$ cat src/rtl/dbg_scan_pkg.sv
package dbg_scan_pkg;
  localparam int FRAME_W = 38;
  localparam int DATA_W  = 32;
  localparam int ADDR_W  = 5;
  localparam int NWATCH  = 2;
  localparam int WREGS   = 6;

  localparam logic [ADDR_W-1:0] A_DCTRL = 5'd0;
  localparam logic [ADDR_W-1:0] A_DSTAT = 5'd1;
  localparam logic [ADDR_W-1:0] A_VCAT  = 5'd2;
  localparam logic [ADDR_W-1:0] A_CCTRL = 5'd4;
  localparam logic [ADDR_W-1:0] A_CDATA = 5'd5;

  localparam int DCTRL_W = 6;
  localparam int DSTAT_W = 5;
  localparam int VCAT_W  = 8;
  localparam int CCTRL_W = 6;

  function automatic logic [DATA_W-1:0] watch_mask(input int idx);
    case (idx)
      4:       watch_mask = 32'h0000_01FF;
      5:       watch_mask = 32'h0000_00FF;
      default: watch_mask = 32'hFFFF_FFFF;
    endcase
  endfunction
endpackage

$ cat src/rtl/dbg_shift_frame.sv
module dbg_shift_frame
  import dbg_scan_pkg::*;
(
  input  logic              clk,
  input  logic              rst_n,
  input  logic              cap,
  input  logic              shf,
  input  logic              tdi,
  input  logic [DATA_W-1:0] cap_data,
  output logic [FRAME_W-1:0] frame
);
  always_ff @(posedge clk or negedge rst_n) begin
    if (!rst_n)
      frame <= '0;
    else if (cap)
      frame <= {{(FRAME_W-DATA_W){1'b0}}, cap_data};
    else if (shf)
      frame <= {tdi, frame[FRAME_W-1:1]};
  end
endmodule

$ cat src/rtl/dbg_reg_bank.sv
module dbg_reg_bank
  import dbg_scan_pkg::*;
#(
  parameter logic [3:0] VERSION = 4'h6
) (
  input  logic              clk,
  input  logic              rst_n,
  input  logic              we,
  input  logic [ADDR_W-1:0] waddr,
  input  logic [DATA_W-1:0] wdata,
  input  logic              re,
  input  logic [ADDR_W-1:0] raddr,
  output logic [DATA_W-1:0] rdata
);
  logic [DCTRL_W-1:0] dctrl_q;
  logic [DSTAT_W-1:0] dstat_q;
  logic [VCAT_W-1:0]  vcat_q;
  logic [CCTRL_W-1:1] cctrl_q;
  logic               pend_q;
  logic [DATA_W-1:0]  cdata_q;
  logic [DATA_W-1:0]  watch_q [NWATCH][WREGS];

  always_ff @(posedge clk or negedge rst_n) begin
    if (!rst_n) begin
      dctrl_q <= '0;
      dstat_q <= '0;
      vcat_q  <= '0;
      cctrl_q <= '0;
      cdata_q <= '0;
      pend_q  <= 1'b0;
    end else begin
      if (we) begin
        case (waddr)
          A_DCTRL: dctrl_q <= wdata[DCTRL_W-1:0];
          A_DSTAT: dstat_q <= wdata[DSTAT_W-1:0];
          A_VCAT:  vcat_q  <= wdata[VCAT_W-1:0];
          A_CCTRL: cctrl_q <= wdata[CCTRL_W-1:1];
          A_CDATA: cdata_q <= wdata;
          default: ;
        endcase
      end
      if (we && waddr == A_CDATA)
        pend_q <= 1'b1;
      else if (re && raddr == A_CDATA)
        pend_q <= 1'b0;
    end
  end

  for (genvar u = 0; u < NWATCH; u++) begin : g_unit
    localparam logic [1:0] BASE = 2'(u + 1);
    for (genvar r = 0; r < WREGS; r++) begin : g_reg
      always_ff @(posedge clk or negedge rst_n) begin
        if (!rst_n)
          watch_q[u][r] <= '0;
        else if (we && waddr[4:3] == BASE && waddr[2:0] == 3'(r))
          watch_q[u][r] <= wdata & watch_mask(r);
      end
    end
  end

  always_comb begin
    rdata = '0;
    case (raddr)
      A_DCTRL: rdata = DATA_W'(dctrl_q);
      A_DSTAT: rdata = DATA_W'(dstat_q);
      A_VCAT:  rdata = DATA_W'(vcat_q);
      A_CCTRL: rdata = {VERSION, 22'b0, cctrl_q, pend_q};
      A_CDATA: rdata = cdata_q;
      default: begin
        for (int u = 0; u < NWATCH; u++)
          if (raddr[4:3] == 2'(u + 1) && raddr[2:0] < 3'(WREGS))
            rdata = watch_q[u][raddr[2:0]];
      end
    endcase
  end
endmodule

$ cat src/rtl/dbg_scan_regs.sv
module dbg_scan_regs
  import dbg_scan_pkg::*;
#(
  parameter logic [3:0] VERSION = 4'h6
) (
  input  logic              tck,
  input  logic              rst_n,
  input  logic              sel,
  input  logic              capture_dr,
  input  logic              shift_dr,
  input  logic              update_dr,
  input  logic              tdi,
  output logic              tdo,
  output logic [ADDR_W-1:0] bank_addr,
  output logic [DATA_W-1:0] bank_wdata,
  output logic              bank_we,
  output logic              bank_re
);
  logic               cap, shf, upd;
  logic [FRAME_W-1:0] frame;
  logic [ADDR_W-1:0]  rd_addr_q;
  logic [DATA_W-1:0]  rdata;
  logic               fr_wr;
  logic [ADDR_W-1:0]  fr_addr;

  assign cap     = sel & capture_dr;
  assign shf     = sel & shift_dr;
  assign upd     = sel & update_dr;
  assign fr_wr   = frame[FRAME_W-1];
  assign fr_addr = frame[DATA_W +: ADDR_W];

  always_ff @(posedge tck or negedge rst_n) begin
    if (!rst_n)
      rd_addr_q <= '0;
    else if (upd && !fr_wr)
      rd_addr_q <= fr_addr;
  end

  dbg_shift_frame u_shift (
    .clk      (tck),
    .rst_n    (rst_n),
    .cap      (cap),
    .shf      (shf),
    .tdi      (tdi),
    .cap_data (rdata),
    .frame    (frame)
  );

  dbg_reg_bank #(.VERSION(VERSION)) u_bank (
    .clk   (tck),
    .rst_n (rst_n),
    .we    (bank_we),
    .waddr (fr_addr),
    .wdata (frame[DATA_W-1:0]),
    .re    (cap),
    .raddr (rd_addr_q),
    .rdata (rdata)
  );

  assign bank_we    = upd & fr_wr;
  assign bank_re    = cap;
  assign bank_addr  = bank_we ? fr_addr : rd_addr_q;
  assign bank_wdata = frame[DATA_W-1:0];
  assign tdo        = sel ? frame[0] : 1'b0;
endmodule


$ cat config.mk
export PLATFORM = sky130hd
export DESIGN_NAME = dbg_scan_regs
export DESIGN_NICKNAME = d
export VERILOG_FILES = /design/src/rtl/dbg_scan_pkg.sv /design/src/rtl/dbg_shift_frame.sv /design/src/rtl/dbg_reg_bank.sv /design/src/rtl/dbg_scan_regs.sv
export SDC_FILE = /design/constraint.sdc
export NUM_CORES = 1
export LEC_CHECK = 0
export ABC_CLOCK_PERIOD_IN_PS = 2700
export BUFFER_PORTS_ARGS = -buffer_cell sky130_fd_sc_hd__buf_2
export CAP_MARGIN = 20
export CORE_AREA = 8 8 305 189
export CTS_CLUSTER_SIZE = 30
export DETAILED_ROUTE_END_ITERATION = 10
export DIE_AREA = 0 0 313 197
export PLACE_DENSITY_LB_ADDON = 0.2
export SLEW_MARGIN = 40
export SYNTH_ARGS = -nofsm -noshare
export SYNTH_HDL_FRONTEND = slang
export SYNTH_SLANG_ARGS = --single-unit
$ cat constraint.sdc
create_clock -name tck -period 2.7 [get_ports tck]
set_clock_uncertainty 0.15 [all_clocks]
set_input_delay 0.675 -clock tck [delete_from_list [all_inputs] [get_ports tck]]
set_output_delay 0.675 -clock tck [all_outputs]
set_load 0.005 [all_outputs]
# == Yosys cells after proc, flatten, opt, wreduce, memory -nomap -nowiden ==
# Cells that the tools add are included.
# word_totals
reg_bits,390
latch_bits,0
ram_bits,0
romBits,0
out_inout_bits,40
wordCells,89
n_memories,0
# op_classes
add_sub_neg,0
multipliers,0
div_mod_pow,0
order_cmp,2
n_eq_ne,17
shifts,0
muxes,15
bitwise,5
n_reduce_logical,30
# ops
operator,n
32-bit binary-select mux with 3-bit select,2
32-bit 2-to-1 mux,6
32-bit one-hot mux with 5 select lines,1
38-bit 2-to-1 mux,2
5-bit by 3-bit equality test with 1-bit output (second input constant),4
1-bit logical AND,19
5-bit by 1-bit equality test with 1-bit output (second input constant),2
5-bit by 2-bit equality test with 1-bit output (second input constant),2
5-bit logical NOT,2
2-bit AND reduction,5
3-bit by 2-bit equality test with 1-bit output (second input constant),2
3-bit equality test (second input constant),2
5-bit 2-to-1 mux,1
1-bit bitwise AND,4
2-bit by 1-bit equality test with 1-bit output (second input constant),2
2-bit equality test (second input constant),2
4-bit >= comparator (second input constant),1
3-bit inverter with 4-bit output,1
2-bit nonzero test,2
3-bit by 1-bit equality test with 1-bit output (second input constant),1
3-bit logical NOT,1
3-bit < comparator (second input constant),1
1-bit 2-to-1 mux,3
1-bit logical NOT,1

# == Logic depth before layout (Yosys ltp) ==
# Gate-level depths: netlist of run 1.
# logic_depth
ltp_word,8
ltp_mapped,9

# == Cells and area by module ==
# A second synthesis of run 1 with hierarchy kept.
# hier_totals
hier_cells,1263
area_unflattened_um2,17939.7
# modules_own_cells
module,instances,cells_each,area_per_inst_um2,seq_area_each_um2
dbg_reg_bank,1,1084,15936.5,8683.3
dbg_shift_frame,1,158,1726.7,950.9
dbg_scan_regs,1,21,276.5,125.1

# == Worst setup path after synthesis of run 1 ==
# OpenSTA, ideal clock, no wires.
# synth_path
path_type,in2reg
startpoint,input port sel
endpoint,register u_bank.watch_q[67] (netlist name)
setup_time_ps,125
t_arrival_ps,2248
t_required_ps,2425
path_slack_ps,177
cell_stages,8
n_path_buf,4
cell_sequence,buf_4 > nand3_2 > or3_1 > buf_2 > or3_1 > buf_6 > buf_6 > mux2_4
# synth_between
elab_chain_len,4
# synth_lines
element,line_no,text
start: declaration,dbg_scan_regs.sv:8,"input logic sel,"
1-bit bitwise AND,dbg_scan_regs.sv:28,assign upd = sel & update_dr;
1-bit bitwise AND,dbg_scan_regs.sv:60,assign bank_we = upd & fr_wr;
1-bit logical AND (2 in a row),dbg_reg_bank.sv:55,else if (we && waddr[4:3] == BASE && waddr[2:0] == 3'(r))
end signal: indexed assignment,dbg_reg_bank.sv:56,watch_q[u][r] <= wdata & watch_mask(r);
end: declaration,dbg_reg_bank.sv:21,logic [DATA_W-1:0] watch_q [NWATCH][WREGS];
# Every way passes these cells.
# A chain may end at the register's enable or synchronous reset.

# == Final worst setup path of run 1 ==
# layout_path
startpoint,register u_shift.frame[37]
endpoint,output port bank_addr[4]
# layout_between
elab_chain_len,2
# layout_lines
element,line_no,text
start: declaration,dbg_shift_frame.sv:10,output logic [FRAME_W-1:0] frame
start signal: assignment,dbg_shift_frame.sv:16,"frame <= {{(FRAME_W-DATA_W){1'b0}}, cap_data};"
start signal: assignment,dbg_shift_frame.sv:18,"frame <= {tdi, frame[FRAME_W-1:1]};"
1-bit bitwise AND,dbg_scan_regs.sv:60,
5-bit 2-to-1 mux,dbg_scan_regs.sv:62,assign bank_addr = bank_we ? fr_addr : rd_addr_q;
end: declaration,dbg_scan_regs.sv:14,"output logic [ADDR_W-1:0] bank_addr,"
# Every way passes these cells.

==> results of run 1 <==
-- worst paths after layout --
path / cells past startpoint / endpoint / slack (ns)
worst max-delay path: 7 / bank_addr[4] / 0.11
worst min-delay path: 2 / u_bank.watch_q[264] / 0.33
worst max register to register: 6 / u_bank.watch_q[172] / 0.28
worst min register to register: 2 / u_bank.watch_q[264] / 0.33
max in group asynchronous: 4 / u_bank.watch_q[311] / 1.07
min in group asynchronous: 2 / u_bank.watch_q[134] / 0.50
-- repair_timing --
item / CTS / global route
gates resized for setup: 4 / 1
setup endpoints to repair: 3 / 4
setup buffers: 0 / 2
hold endpoints to repair: 43 / 0
hold buffers: 1 / 0
gates cloned: 0 / 0
-- cell type report --
class                           instances  area, um2
Fill cell                            5045      32200
Sequential cell                       390       9770
Multi-Input combinational cell        793       7790
Tap cell                              714        893
Timing Repair Buffer                  146       1290
Clock buffer                           63       1230
Inverter                               11       41.3
Clock inverter                          3       80.1
-- placed cells by master, fill, tap and decap left out, types with 9 or more instances in the layout --
cell type and count:
clkbuf_8 12, mux4_2 55, a21oi_1 51, a22oi_1 26, nor2b_1 34, nand2b_1 12, mux2_4 26, dfrtp_1 385
o21ai_0 40, clkbuf_16 41, nor2_1 36, mux2_1 9, buf_12 24, clkbuf_1 10, o22ai_1 10, a221oi_1 24
nand2_1 32, mux2i_1 32, inv_1 10, mux2_2 311, buf_2 45, buf_4 75
-- layer usage --
layer | up-vias | track usage | routed length (um)
met5 | - | 0 | 0
met4 | 0 | 0.0283 | 639
met1 | 6178 | 0.269 | 26700
li1 | 4992 | - | -
met2 | 279 | 0.236 | 21600
met3 | 50 | 0.0244 | 2390
-- Yosys cell counts (10+ instances only) --
cell type and count:
nor2b_1 36, mux2_4 26, a21oi_1 51, buf_4 36, mux2i_1 32, o22ai_1 10, inv_1 10, mux2_2 311
a221oi_1 24, nand2b_1 12, nor2_1 36, a22oi_1 26, buf_2 39, clkbuf_1 73, dfrtp_1 390, o21ai_0 43
mux4_2 55, nand2_1 32
-- state kept, by name, summed over array words and instances (netlist names) --
name	flops
rd_addr_q	5
u_bank.cctrl_q	5
u_bank.cdata_q	32
u_bank.dctrl_q	6
u_bank.dstat_q	5
u_bank.pend_q	1
u_bank.vcat_q	8
u_bank.watch_q	290
u_shift.frame	38
-- cell families (layout without fill, tap and decap cells) --
| logic type | after synthesis | in the layout |
|---|---|---|
| DFF | 390 | 390 |
| and+or+nand+nor | 157 | 157 |
| AOI/OAI and AO/OA | 203 | 203 |
| muxes | 433 | 433 |
| buffers and inverters | 169 | 223 |
-- worst max-delay path: stages (launching register included) --
cell and delay, ns:
dfrtp_2 0.38, nand3_2 0.08, buf_4 0.16, inv_1 0.07
buf_4 0.17, nand2_1 0.06, o21ai_1 0.14, buf_2 0.16
-- power by group --
part           internal, W  switching [W]
clock              0.00330        0.00232
combinational     0.000589       0.000870
sequential         0.00604       0.000345
-- through the flow --
step	hold WS (ns)	setup slack, ns	power (W)
2_1_floorplan	0.229	0.177	0.00724
3_3_place_gp	0.314	0.00790	0.00793
3_5_place_dp	0.318	0.00701	0.00795
4_1_cts	0.332	0.0252	0.0136
5_1_grt	0.347	0.0219	0.0140
6_report	0.328	0.109	0.0135
==> results.toml, run 1 <==
[sta]
maxSlewHeadroom = 0.475
max_freq_ghz = 0.386
tightest_slew_ns = 0.788
tns_ns = 0
rsz0062_at_grt = "no"
slew_violations = 0
period_share = 0.960
finalSetupViolCount = 0
period_needed_ns = 2.59
final-hold-violation-count = 0

[yosys]
synth_xor_area_frac = 0
synth_fp_nets = 1359
synth_area_per_cell_um2 = 13.6
synthSimpleGateAreaFrac = 0.0458
synthMuxAreaShare = 0.303
async_reset_ff_frac = 1.00
synth_top_family_by_area = "multiplexers"
yosysUniqueCellTypes = 60
synth-edff-count = 0
netlist_area_um2 = 18400
ys_seq_area_frac = 0.532
ys_seq_elements = 390
synth_cells = 1352
synth_flop_cell = "dfrtp_1"
synth_fa_ha_area_frac = 0
synth_area_leaders = "dfrtp_1 53%, mux2_2 19%, mux4_2 6.7%, mux2_4 2.1%, mux2i_1 1.7%"
synth_top_area_frac = 0.532
synth_top_cell_by_area = "dfrtp_1"
yosys_warnings = 0
synth_compound_area_frac = 0.0737

[floorplanning]
rows = 66
die_h_um = 197
ioPinCount = 47
initial_utilization = 0.345
die_area_um2 = 61700
die_w_um = 313
core_um2 = 53300

[global_route]
grt_max_degree = 58
gr-total-overflow = 0
grt_usage = 0.167
grt_antenna_before_repair = 0
grt_first_pass_wirelength_um = 79900
grt_pass1_vias = 11979

[power_and_ir_drop]
p_leak_nw = 9.73
ir_drop_v = 0.000388
powerDensity_nw_per_um2 = 638

[worst_setup_path]
endpoint_kind = "output pin"
crit_required_ns = 1.88
crit_fanout = 10
worstSetupStartpoint = "u_shift.frame[37]"
arrival_ns = 1.77
r2r-start = "u_shift.frame[36]"
critPathLaunchType = "register"
crit_type = "register to output pin"

[routing]
first_iter_violations = 968
viasPerCell = 5.42
dr_total_vias = 11499
wirelength_um = 51300
drt_pass1_iterations = 5
ant_nets = 0
drc_errors = 0
wl_per_cell_um = 24.2

[placed_design]
dp_cells = 2051
portBuffers = 46
gp_congestion = 0.860
post_dp_cell_area_um2 = 19800
dp_hpwl_um = 33400

[final_layout]
fin_util = 0.396
nets = 1388
areaGrowthSynthToFinish_pct = 14.9
fin_cells = 2120
antenna_cells = 0
stdcell_area_um2 = 21100
drive_above_1_share = 0.437

[clocking]
clk_path_buf_depth = 3
clock-sinks = 390
cts_tree = "built"
cts_buffers = 39
path_clk_slew_ns = 0.07
clock-root-buffer = "clkbuf_16"
cts.htree.levels = 2
clk_latency_ns = 0.55

[status]
status = "complete, no violations"

[worst_hold_path]
min_path_type = "register to register"
hold_path.startpoint = "u_bank.watch_q[264]"

[job]
drv_cap = 0
Power figures use the tool's default switching activity.
==> run 2, diff against run 1 <==
ABC_CLOCK_PERIOD_IN_PS = 2280   (was 2700)
clock period = 2.28 ns   (was 2.7 ns; I/O delays follow)
==> run 2 against run 1 <==
  * Register-to-register slack worse by 0.22 ns
  * Count of clock-buffer cells in the layout down 11
  * Core utilization increased by 0.95 points
  * Cell area up 2.4%
  * Sequential power up 18%
  * First-iteration DRC count shrank 19%
  * Worst hold slack got worse by 0.080 ns
  * Wire length is essentially flat
  * Via count increased by 1.1%
  * Critical path depth down 1
  * Largest cell class unchanged
==> results.toml, run 2 (synthesis gave the netlist of run 1 again) <==
[status]
status = "complete, no violations"

[global_route]
grt_antenna_before_repair = 0
gr-total-overflow = 0
grt_first_pass_wirelength_um = 79100
grt_max_degree = 70
grt_pass1_vias = 11899
grt_usage = 0.165

[clocking]
clk_path_buf_depth = 3
path_clk_slew_ns = 0.06
clock-sinks = 390
clk_latency_ns = 0.54
clock-root-buffer = "clkbuf_16"
cts_buffers = 39
cts.htree.levels = 2
cts_tree = "built"

[routing]
wl_per_cell_um = 23.8
met2_length_um = 21200
wl_met3_um = 2990
first_iter_violations = 786
drt_pass1_iterations = 4
viasPerCell = 5.39
drc_errors = 0
dr_total_vias = 11631
met1_length_um = 26400
highest_layer = "met4"
ant_nets = 0
wirelength_um = 51300

[worst_setup_path]
r2r-start = "u_shift.frame[37]"
crit_type = "register to output pin"
reg2regPathDepth = 8
crit_required_ns = 1.56
crit_chain = "nand3_4 > inv_4 > buf_8 > nand2_4 > o21ai_4 > buf_2"
endpoint_kind = "output pin"
cpMaxStageDelayCell = "dfrtp_1"
critPathMaxStageDelay_ns = 0.42
critPathLaunchType = "register"
crit_fanout = 5
worstSetupStartpoint = "u_shift.frame[37]"
arrival_ns = 1.56

[worst_hold_path]
min_path_type = "input port to register"
hold_depth = 3
hold_path.startpoint = "tdi"

[final_layout]
antenna_cells = 0
top_register = "u_bank.watch_q"
nets = 1423
drive_above_1_share = 0.464
layout_common_cells = "387 x dfrtp_1, 311 x mux2_2, 96 x buf_4"
reg_top3 = "u_bank.watch_q (290), u_shift.frame (38), u_bank.cdata_q (32)"
final_common_cell = "dfrtp_1"
largest_reg_flops = 290
areaGrowthSynthToFinish_pct = 17.7

[sta]
period_share = 0.999
period_needed_ns = 2.28
finalSetupViolCount = 0
final-hold-violation-count = 0
tns_ns = 0
maxSlewHeadroom = 0.630
whs_ns = 0.248
rsz0062_at_grt = "yes"
max_freq_ghz = 0.439
slew_violations = 0
tightest_slew_ns = 0.554

[floorplanning]
rows = 66
ioPinCount = 47
die_area_um2 = 61700
initial_utilization = 0.345
die_h_um = 197
die_w_um = 313
core_um2 = 53300

[power_and_ir_drop]
sw_frac_of_total = 0.264
internal_power_w = 0.0118
p_leak_nw = 10.0
ir_drop_v = 0.000497
clkPwrFrac = 0.414
pwr-share-comb = 0.116
powerDensity_nw_per_um2 = 741
sequentialPowerShare = 0.469
power_switching_w = 0.00422

[placed_design]
gp_congestion = 0.843
dp_hpwl_um = 33400
portBuffers = 46

[job]
drv_cap = 0
-- run 2: layout make-up --
type                            count  area, um2
Clock buffer                       52       1090
Clock inverter                     17        203
Fill cell                        4962      31700
Inverter                           11       43.8
Multi-Input combinational cell    793       7880
Sequential cell                   390       9770
Tap cell                          714        893
Timing Repair Buffer              181       1720
-- run 2: final timing paths --
kind                                       endpoint  slack [ns]
min in group asynchronous        u_bank.watch_q[73]        0.37
max in group asynchronous       u_bank.watch_q[148]        0.85
worst min register to register  u_bank.watch_q[264]        0.32
worst min-delay path              u_shift.frame[37]        0.25
worst max register to register  u_bank.watch_q[262]        0.06
worst max-delay path                   bank_addr[1]       0.001
-- run 2: through the flow --
stage               std cells  instance area, um2  setup WS (ns)  total power [W]  utilization
floorplan                1352               18400        -0.0798          0.00857            -
global placement         2079               20100         -0.311          0.00945        0.377
detailed placement       2079               20100         -0.300          0.00948        0.377
CTS                      2157               21500        -0.0392           0.0162        0.404
global route             2158               21600        -0.0683           0.0167        0.406
finish                   2158               21600        0.00124           0.0160        0.406
-- run 2: power groups by stage --
stage / clock [W] / sequential, W / combinational [W]
after floorplan: 0 / 0.00740 / 0.00117
after global placement: 0 / 0.00763 / 0.00182
after detailed placement: 0 / 0.00764 / 0.00184
after CTS: 0.00683 / 0.00751 / 0.00186
after global routing: 0.00711 / 0.00756 / 0.00203
final: 0.00663 / 0.00751 / 0.00186
-- run 2: worst max-delay path: cells and delay by family (launching register included) --
kind | cells | cell delay, ns
DFF | 1 | 0.42
AOI/OAI and AO/OA | 1 | 0.06
buffers and inverters | 3 | 0.36
and+or+nand+nor | 2 | 0.17
-- run 2: repair_timing --
item / CTS / global route
setup buffers: 7 / 0
pin swaps: 3 / 3
gates resized for setup: 24 / 12
endpoints found under the hold margin: 25 / 0
setup endpoints to repair: 10 / 11
gates cloned: 2 / 1
hold buffers: 1 / 0
-- run 2: routing by layer --
layer,vias to the layer above,global-route usage
met2,274,0.231
li1,5074,-
met1,6219,0.259
met5,-,0
met3,64,0.0370
met4,0,0.0287
==> run 3, diff against run 2 <==
RECOVER_POWER = 50   (was unset)
==> run 3 against run 2 <==
  * Worst hold slack got worse by 0.011 ns
  * Global-route usage unchanged
  * Sequential power is essentially flat
  * Highest routed layer unchanged
  * Critical path depth unchanged
  * Cell count did not move
  * Sequential share of layout area up 0.18 points
  * Sequential cell count did not move
  * Count of clock-buffer cells in the layout did not move
  * Non-clock buffer count is the same
  * Critical endpoint unchanged
  * Total power about the same
  * Clock power is essentially flat
  * Register-to-register slack about the same
==> results.toml, run 3 (synthesis gave the netlist of run 1 again) <==
[status]
status = "complete, no violations"

[placed_design]
post-place-ws_ns = -0.300
post_dp_cell_area_um2 = 20100
dp_hpwl_um = 33400
gp_congestion = 0.843
portBuffers = 46

[routing]
wl_per_cell_um = 23.8
first_iter_violations = 792
ant_nets = 0
viasPerCell = 5.38
wirelength_um = 51400
drc_errors = 0
drt_pass1_iterations = 5
dr_total_vias = 11610

[final_layout]
top_register = "u_bank.watch_q"
drive_above_1_share = 0.457
multi_input_area_um2 = 7880
reg_top3 = "u_bank.watch_q (290), u_shift.frame (38), u_bank.cdata_q (32)"
regArea_um2 = 9770
areaGrowthSynthToFinish_pct = 17.2
layout_common_cells = "387 x dfrtp_1, 311 x mux2_2, 83 x buf_4"
antenna_cells = 0
final_common_cell = "dfrtp_1"
stdcell_area_um2 = 21500
largest_reg_flops = 290
fin_util = 0.404
fill_cells = 4973
nets = 1423

[clocking]
path_clk_slew_ns = 0.06
clock-root-buffer = "clkbuf_16"
cts_tree = "built"
clk_latency_ns = 0.54
clock-sinks = 390
cts_buffers = 39
clk_path_buf_depth = 3
cts.htree.levels = 2

[power_and_ir_drop]
p_leak_nw = 9.97
powerDensity_nw_per_um2 = 743
ir_drop_v = 0.000497

[global_route]
gr-total-overflow = 0
grt_first_pass_wirelength_um = 79100
grt_pass1_vias = 11899
grt_usage = 0.165
grt_antenna_before_repair = 0
grt_max_degree = 70

[worst_setup_path]
endpoint_kind = "output pin"
r2r_end = "u_bank.watch_q[262]"
crit_type = "register to output pin"
critPathLaunchType = "register"
reg2reg_slack_ns = 0.06
crit_required_ns = 1.56
crit_fanout = 5
arrival_ns = 1.55
r2r-start = "u_shift.frame[37]"
reg2regPathDepth = 8

[job]
drv_cap = 0

[worst_hold_path]
hold_path.startpoint = "tdi"
hold_depth = 3
min_path_type = "input port to register"
hold_path_end = "u_shift.frame[37]"

[sta]
whs_ns = 0.237
finalSetupViolCount = 0
period_needed_ns = 2.27
fin_ws_ns = 0.00530
slew_violations = 0
period_share = 0.998
rsz0062_at_grt = "yes"
maxSlewHeadroom = 0.188
max_freq_ghz = 0.440
tightest_slew_ns = 1.22
tns_ns = 0
final-hold-violation-count = 0

[floorplanning]
ioPinCount = 47
die_w_um = 313
die_area_um2 = 61700
initial_utilization = 0.345
core_um2 = 53300
die_h_um = 197
rows = 66
-- run 3: changes by cell type in the layout (fill, tap and decap cells not counted), sizes merged --
| cell | delta |
|---|---|
| clkbuf | +19 |
| buf | -19 |
-- run 3: layer usage --
metal | up-vias | track usage | wire length (um)
met1 | 6223 | 0.259 | 26600
met5 | - | 0 | 0
met3 | 64 | 0.0370 | 2880
met2 | 243 | 0.231 | 21200
met4 | 0 | 0.0287 | 731
li1 | 5080 | - | -
-- run 3: final cells by class --
| cell class | count | share of cell area |
|---|---|---|
| clock buffer | 52 | 0.0509 |
| clock inverter | 17 | 0.00942 |
| inverter | 11 | 0.00203 |
| timing repair buffer | 181 | 0.0759 |
| multi-input combinational | 793 | 0.366 |
| tap | 714 | 0.0415 |
| sequential | 390 | 0.454 |
-- run 3: worst max path at each step --
stage,startpoint,end,slack [ns]
6_report,u_shift.frame[37],bank_addr[1],0.005
5_1_grt,u_shift.frame[37],bank_addr[4],-0.07
4_1_cts,u_shift.frame[37],bank_addr[2],-0.04
3_5_place_dp,sel,u_bank.watch_q[268],-0.30
3_3_place_gp,sel,u_bank.watch_q[265],-0.31
2_1_floorplan,sel,u_bank.watch_q[67],-0.08
-- run 3: repair_timing --
item / 4_1_cts / 5_1_grt
endpoints found under the hold margin: 25 / 0
setup buffers: 7 / 0
resized for setup: 24 / 12
gates cloned: 2 / 1
pin swaps: 3 / 3
endpoints found under the setup margin: 10 / 11
hold buffers: 1 / 0
-- run 3: power breakdown --
group / switching [W] / leakage (nW) / internal [W]
combinational: 0.00108 / 3.92 / 0.000770
sequential: 0.000360 / 5.41 / 0.00715
clock: 0.00279 / 0.644 / 0.00384
-- run 3: critical path: stages (launching register included) --
cell and delay [ns]:
dfrtp_1 0.42, nand3_4 0.11, inv_4 0.09, buf_8 0.14
nand2_4 0.06, o21ai_4 0.06, buf_2 0.13
-- run 3: stage by stage --
stage	total power [W]	instances
after floorplan	0.00857	1352
after global placement	0.00945	2079
after detailed placement	0.00948	2079
after CTS	0.0162	2157
after global routing	0.0167	2158
final	0.0160	2158
